===== config.mk =====
export PLATFORM = sky130hd
export DESIGN_NAME = tri_pwm4
export DESIGN_NICKNAME = d
export VERILOG_FILES = /design/src/rtl/tri_pwm4_pkg.sv /design/src/rtl/tri_pwm4_carrier.sv /design/src/rtl/tri_pwm4_threshold.sv /design/src/rtl/tri_pwm4_compare.sv /design/src/rtl/tri_pwm4.sv
export SDC_FILE = /design/constraint.sdc
export NUM_CORES = 1
export LEC_CHECK = 0
export ABC_AREA = 0
export ABC_CLOCK_PERIOD_IN_PS = 2500
export BUFFER_PORTS_ARGS = -buffer_cell sky130_fd_sc_hd__buf_4
export CAP_MARGIN = 5
export CORE_ASPECT_RATIO = 1.25
export CORE_MARGIN = 2
export CORE_UTILIZATION = 37
export DETAILED_ROUTE_END_ITERATION = 6
export SLEW_MARGIN = 20
export SYNTH_ARGS = -nofsm -noshare
export SYNTH_HDL_FRONTEND = slang
export SYNTH_SLANG_ARGS = --single-unit

===== constraint.sdc =====
create_clock -name clk -period 2.5 [get_ports clk]
set_clock_uncertainty 0.05 [all_clocks]
set_input_delay 0 -clock clk [delete_from_list [all_inputs] [get_ports clk]]
set_output_delay 0 -clock clk [all_outputs]
set_load 0.005 [all_outputs]

===== src/rtl/tri_pwm4_pkg.sv =====
package tri_pwm4_pkg;

   typedef enum logic {
      DIR_UP   = 1'b0,
      DIR_DOWN = 1'b1
   } ramp_dir_e;

   localparam int unsigned PHASES   = 2;
   localparam int unsigned CHANNELS = 2 * PHASES;

endpackage


===== src/rtl/tri_pwm4_carrier.sv =====
module tri_pwm4_carrier
   import tri_pwm4_pkg::*;
#(
   parameter int unsigned CW = 12
) (
   input  logic                 clk,
   input  logic                 rst,
   input  logic                 step_en,
   output logic signed [CW-1:0] cnt_o,
   output logic                 load_o,
   output logic                 bottom_o
);

   localparam logic signed [CW-1:0] LIM_HI = {1'b0, {(CW-1){1'b1}}};
   localparam logic signed [CW-1:0] LIM_LO = {1'b1, {(CW-2){1'b0}}, 1'b1};
   localparam logic signed [CW-1:0] ONE    = {{(CW-1){1'b0}}, 1'b1};

   logic signed [CW-1:0] cnt_q, cnt_d;
   ramp_dir_e            dir_q, dir_d;
   logic                 bottom_q;

   always_comb begin
      cnt_d = cnt_q;
      dir_d = dir_q;
      if (step_en) begin
         if (dir_q == DIR_UP) begin
            if (cnt_q == LIM_HI) begin
               dir_d = DIR_DOWN;
               cnt_d = cnt_q - ONE;
            end else begin
               cnt_d = cnt_q + ONE;
            end
         end else begin
            if (cnt_q == LIM_LO) begin
               dir_d = DIR_UP;
               cnt_d = cnt_q + ONE;
            end else begin
               cnt_d = cnt_q - ONE;
            end
         end
      end
   end

   assign load_o = step_en && (dir_q == DIR_DOWN) && (cnt_q == LIM_LO);

   always_ff @(posedge clk) begin
      if (rst) begin
         cnt_q    <= '0;
         dir_q    <= DIR_UP;
         bottom_q <= 1'b0;
      end else begin
         cnt_q    <= cnt_d;
         dir_q    <= dir_d;
         bottom_q <= load_o;
      end
   end

   assign cnt_o    = cnt_q;
   assign bottom_o = bottom_q;

   assert_range_R3: assert property (@(posedge clk) disable iff (rst)
      (cnt_q <= LIM_HI) && (cnt_q >= LIM_LO));

   assert_hold_R2: assert property (@(posedge clk) disable iff (rst)
      !step_en |=> $stable(cnt_q));

   assert_move_R2: assert property (@(posedge clk) disable iff (rst)
      step_en |=> (cnt_q != $past(cnt_q)));

   assert_top_turn_R3: assert property (@(posedge clk) disable iff (rst)
      (step_en && dir_q == DIR_UP && cnt_q == LIM_HI) |=> (cnt_q == LIM_HI - ONE));

   assert_bottom_pos_R8: assert property (@(posedge clk) disable iff (rst)
      bottom_q |-> (cnt_q == LIM_LO + ONE));

   assert_bottom_single_R8: assert property (@(posedge clk) disable iff (rst)
      bottom_q |=> !bottom_q);

endmodule


===== src/rtl/tri_pwm4_threshold.sv =====
module tri_pwm4_threshold #(
   parameter int unsigned CW       = 12,
   parameter bit          SATURATE = 1'b1
) (
   input  logic                 clk,
   input  logic                 rst,
   input  logic                 load_i,
   input  logic signed [CW-1:0] cmd_i,
   output logic signed [CW-1:0] hi_o,
   output logic signed [CW-1:0] lo_o
);

   localparam logic signed [CW-1:0] MOST_NEG = {1'b1, {(CW-1){1'b0}}};
   localparam logic signed [CW-1:0] LIM_LO   = {1'b1, {(CW-2){1'b0}}, 1'b1};

   logic signed [CW-1:0] cmd_s;
   logic signed [CW-1:0] hi_q, lo_q;

   generate
      if (SATURATE) begin : g_sat
         assign cmd_s = (cmd_i == MOST_NEG) ? LIM_LO : cmd_i;
      end else begin : g_raw
         assign cmd_s = cmd_i;
      end
   endgenerate

   always_ff @(posedge clk) begin
      if (rst) begin
         hi_q <= '0;
         lo_q <= '0;
      end else if (load_i) begin
         hi_q <= cmd_s;
         lo_q <= -cmd_s;
      end
   end

   assign hi_o = hi_q;
   assign lo_o = lo_q;

   assert_latch_only_R4: assert property (@(posedge clk) disable iff (rst)
      !load_i |=> ($stable(hi_q) && $stable(lo_q)));

   assert_mirror_R6: assert property (@(posedge clk) disable iff (rst)
      (lo_q == -hi_q));

   generate
      if (SATURATE) begin : g_sat_chk
         assert_no_wrap_R7: assert property (@(posedge clk) disable iff (rst)
            (hi_q != MOST_NEG) && (lo_q != MOST_NEG));
      end
   endgenerate

endmodule


===== src/rtl/tri_pwm4_compare.sv =====
module tri_pwm4_compare #(
   parameter int unsigned CW      = 12,
   parameter bit          REG_OUT = 1'b0
) (
   input  logic                 clk,
   input  logic                 rst,
   input  logic signed [CW-1:0] carrier_i,
   input  logic signed [CW-1:0] thr_i,
   output logic                 gate_o
);

   logic above;
   assign above = (thr_i > carrier_i);

   generate
      if (REG_OUT) begin : g_reg
         logic gate_q;
         always_ff @(posedge clk) begin
            if (rst) gate_q <= 1'b0;
            else     gate_q <= above;
         end
         assign gate_o = gate_q;
      end else begin : g_comb
         assign gate_o = above;
      end
   endgenerate

endmodule


===== src/rtl/tri_pwm4.sv =====
module tri_pwm4
   import tri_pwm4_pkg::*;
#(
   parameter int unsigned CW       = 12,
   parameter bit          SATURATE = 1'b1,
   parameter bit          REG_OUT  = 1'b0
) (
   input  logic                 clk,
   input  logic                 rst,
   input  logic                 step_en,
   input  logic signed [CW-1:0] cmd_a,
   input  logic signed [CW-1:0] cmd_b,
   output logic signed [CW-1:0] carrier,
   output logic                 bottom_pulse,
   output logic                 gate_a_left,
   output logic                 gate_a_right,
   output logic                 gate_b_left,
   output logic                 gate_b_right
);

   initial begin
      assert (CW >= 4 && CW <= 30)
         else $error("tri_pwm4: CW must lie in 4..30");
   end

   logic signed [CW-1:0] cnt;
   logic                 load;
   logic signed [CW-1:0] cmd_v [PHASES];
   logic signed [CW-1:0] thr_hi [PHASES];
   logic signed [CW-1:0] thr_lo [PHASES];
   logic [CHANNELS-1:0]  gate;

   assign cmd_v[0] = cmd_a;
   assign cmd_v[1] = cmd_b;

   tri_pwm4_carrier #(.CW(CW)) u_carrier (
      .clk      (clk),
      .rst      (rst),
      .step_en  (step_en),
      .cnt_o    (cnt),
      .load_o   (load),
      .bottom_o (bottom_pulse)
   );

   generate
      for (genvar p = 0; p < PHASES; p++) begin : g_phase
         tri_pwm4_threshold #(.CW(CW), .SATURATE(SATURATE)) u_thr (
            .clk    (clk),
            .rst    (rst),
            .load_i (load),
            .cmd_i  (cmd_v[p]),
            .hi_o   (thr_hi[p]),
            .lo_o   (thr_lo[p])
         );
      end

      for (genvar c = 0; c < CHANNELS; c++) begin : g_chan
         tri_pwm4_compare #(.CW(CW), .REG_OUT(REG_OUT)) u_cmp (
            .clk       (clk),
            .rst       (rst),
            .carrier_i (cnt),
            .thr_i     ((c % 2 == 0) ? thr_hi[c/2] : thr_lo[c/2]),
            .gate_o    (gate[c])
         );
      end
   endgenerate

   assign carrier      = cnt;
   assign gate_a_left  = gate[0];
   assign gate_a_right = gate[1];
   assign gate_b_left  = gate[2];
   assign gate_b_right = gate[3];

   assert_reset_R1: assert property (@(posedge clk)
      rst |=> (carrier == '0 && !bottom_pulse && gate == '0));

   generate
      if (!REG_OUT) begin : g_gate_chk
         assert_left_R5: assert property (@(posedge clk) disable iff (rst)
            gate_a_left |-> (thr_hi[0] > carrier));
         assert_right_R6: assert property (@(posedge clk) disable iff (rst)
            gate_b_right |-> (thr_lo[1] > carrier));
      end
   endgenerate

endmodule


==> results.txt <==
status: finished clean
H-Tree Depth: 3
Placement Setup Slack: 0.153 ns
Multi-input gate area: 0.00277 mm²
DR vias: 4030
Seq cells post-synth: 60
Post-DP Area: 0.00458 mm²
Clock Power Share: 45.5%
top cells by area, synth: dfxtp_1 (30%), ha_1 (16%), nand2_1 (8.6%)
Max Cap Viol: 0
post-synthesis cell area: 0.00406 mm²
Die H: 121 µm
CP Launch Type: flip-flop
synthesis-to-layout area growth: 30.7%
routed wire length: 12100 µm
hpwl dp: 8380 µm
CP Class: flip-flop to output pin
share of post-route cells with drive strength above 1: 20.4%
Cell Int Power: 2170 µW
DRT antenna net count: 0
CP Capture Type: output pin
first-pass GRT wire length: 19600 µm
I/O Buffers: 43
Fill cells: 1021
Leakage: 0.00217 µW
Final Hold Vio Count: 0
critical-path cell list: clkinvlp_4, ha_4, and4_4, nand3_2, or3_4, a21oi_2, o21ai_2, buf_4
Yosys warnings: 0
drc violations: 0
GP Congestion: 0.833
Period minus WS final: 2.48 ns
Async SR Flop Fraction: 0%
synthesized netlist net count: 591
Die X: 97.7 µm
Mapped Cells: 513
die area: 0.0118 mm²
GRT Residual Overflow: 0
Hold Crit Class: primary input to flip-flop
num rows: 42
Power Density: 553 mW/mm²
CTS tree: built
nets@finish: 670
number of synthesized flops with an enable pin: 0
Gate power share: 20.6%
starting DRC count in detailed routing: 218
Total GRT Usage: 20.9%
Clock Sink Count: 60
First-pass DRT Iterations: 4
Fmax: 0.403 GHz
Final Max Tran Viols: 0
worst setup margin: 0.0207 ns
Root Driver: clkbuf_16
vias in the first global route: 3906
Seq pwr share: 33.9%
largest net degree at the start of global routing: 69
Worst EP required: 2.45 ns
Seq/Total Area, Yosys: 29.6%
cts bufs inserted: 9
NetSw: 767 µW
final worst-path cycle share: 99.2%
Avg Synthesized Cell Area: 7.91 µm²
Final Setup Violations: 0
Max stage delay on crit path: 0.41 ns
latest clock arrival within the worst-skew pair: 0.33 ns
Slew HR: 51.5%
Worst Max-Slew Pin Slew: 0.728 ns
Net Sw Frac: 26.2%
initial antenna violation count: 0
routed vias/inst: 5.53
register area: 0.00121 mm²
WL/cell: 16.6 µm
CP max FO: 6
ANT cells: 0
area of the core: 0.0106 mm²
Design Area, Final: 0.00530 mm²
initial core utilization: 38.2%
clock slew at reported path FFs: 0.06 ns
post-synthesis cell type with the largest combined area: dfxtp_1
I/O pins: 44
CP arrival: 2.43 ns
slowest cell on the critical path: or3_4
Cell variety after synth: 58
Synth Flop Type: dfxtp_1
Yosys top cell area share: 29.6%
Worst VDD drop: 0.000339 V
Longest Clk Path Bufs: 2
==> area by class of cell <==
| cell class | count | share of cell area, % |
|---|---|---|
| Sequential cell | 60 | 22.9 |
| Tap cell | 132 | 3.12 |
| Clock inverter | 4 | 1.37 |
| Timing Repair Buffer | 87 | 13.7 |
| Multi-Input combinational cell | 407 | 52.3 |
| Clock buffer | 12 | 4.65 |
| Inverter | 27 | 2.05 |
==> logic make-up (layout without fill, tap and decap cells) <==
group	count (synthesis)	count (layout)	share of synthesized area, %
flip-flops	60	60	29.6
buffers and inverters	46	130	4.63
multiplexers	14	14	4.01
AND/OR/NAND/NOR	208	208	24.7
AO/OA/AOI/OAI	120	120	18.3
adder cells (fa/ha/maj)	51	51	15.7
XOR/XNOR	14	14	3.02
==> registers in the layout, summed over array words and instances (netlist names) <==
register            count
g_phase.u_thr.hi_o     22
g_phase.u_thr.lo_o     24
u_carrier.bottom_o      1
u_carrier.cnt_o        12
u_carrier.dir_q         1
==> metal layers <==
metal | routed length, µm | track usage (%) | vias to the layer above | part of all wire [%]
met5 | 0 | 0 | - | 0
met2 | 6120 | 36.1 | 95 | 51
met4 | 272 | 7.81 | 0 | 2.3
met1 | 5130 | 25.7 | 1899 | 42
met3 | 554 | 3.97 | 26 | 4.6
li1 | - | - | 2010 | -
==> Yosys cell counts (all sizes together), types with 9 or more instances <==
cell,n
a21o,12
a21oi,61
buf,9
clkbuf,10
dfxtp,60
ha,51
inv,27
nand2,93
nand3,19
nand4,12
nor2,35
o21ai,9
or3,9
xnor2,11
==> timing repair <==
action                                  4_1_cts  5_1_grt
pin swaps                                     3        3
hold buffers                                 24        0
gates resized for setup                      13       20
buffers inserted                              3        3
endpoints found under the hold margin        42        0
endpoints found under the setup margin        3        9
==> through the flow <==
| stage | hold WS, ns | utilization (%) | setup TNS [ns] | cells | total power [µW] |
|---|---|---|---|---|---|
| floorplan | 0.0632 | - | 0 | 513 | 1310 |
| global placement | 0.180 | 43.1 | 0 | 683 | 1520 |
| detailed placement | 0.191 | 43.1 | 0 | 683 | 1520 |
| CTS | 0.00398 | 49.1 | 0 | 726 | 2900 |
| global route | 0.0396 | 49.9 | -0.124 | 729 | 3060 |
| finish | 0.0172 | 49.9 | 0 | 729 | 2930 |
==> power by group through the flow <==
stage | Sequential [µW] | Combinational (µW) | Clock, µW
floorplan | 1010 | 295 | 0
global placement | 1010 | 504 | 0
detailed placement | 1020 | 508 | 0
CTS | 995 | 552 | 1360
global route | 998 | 662 | 1400
finish | 995 | 604 | 1330
==> worst paths after layout <==
check,startpoint,cells after the start,slack [ns],endpoint
max,u_carrier.cnt_o[7]$_SDFFE_PP0P_,8,0.02,gate_b_right
min,step_en,3,0.02,u_carrier.dir_q$_SDFFE_PP0P_
max reg2reg,u_carrier.cnt_o[8]$_SDFFE_PP0P_,5,0.17,u_carrier.cnt_o[2]$_SDFFE_PP0P_
min reg2reg,g_phase[0].u_thr.lo_o[2]$_SDFFE_PP0P_,2,0.40,g_phase[0].u_thr.lo_o[2]$_SDFFE_PP0P_
==> critical path, delay by kind of cell (launching register included) <==
family | cells | cell delay [ns]
fa+ha+maj | 1 | 0.38
flops | 1 | 0.36
simple gates | 3 | 0.70
compound gates | 2 | 0.24
buf+inv | 2 | 0.42
==> cells in the final DEF, fill, tap and decap left out, types with 11 or more instances in the layout <==
cell / instances
a21o_1: 12
a21oi_1: 58
buf_4: 62
dfxtp_1: 55
dlygate4sd3_1: 24
ha_1: 48
inv_1: 22
nand2_1: 93
nand3_1: 16
nand4_1: 11
nor2_1: 34
xnor2_1: 11
Note: power is estimated with default switching activity, not from simulation.
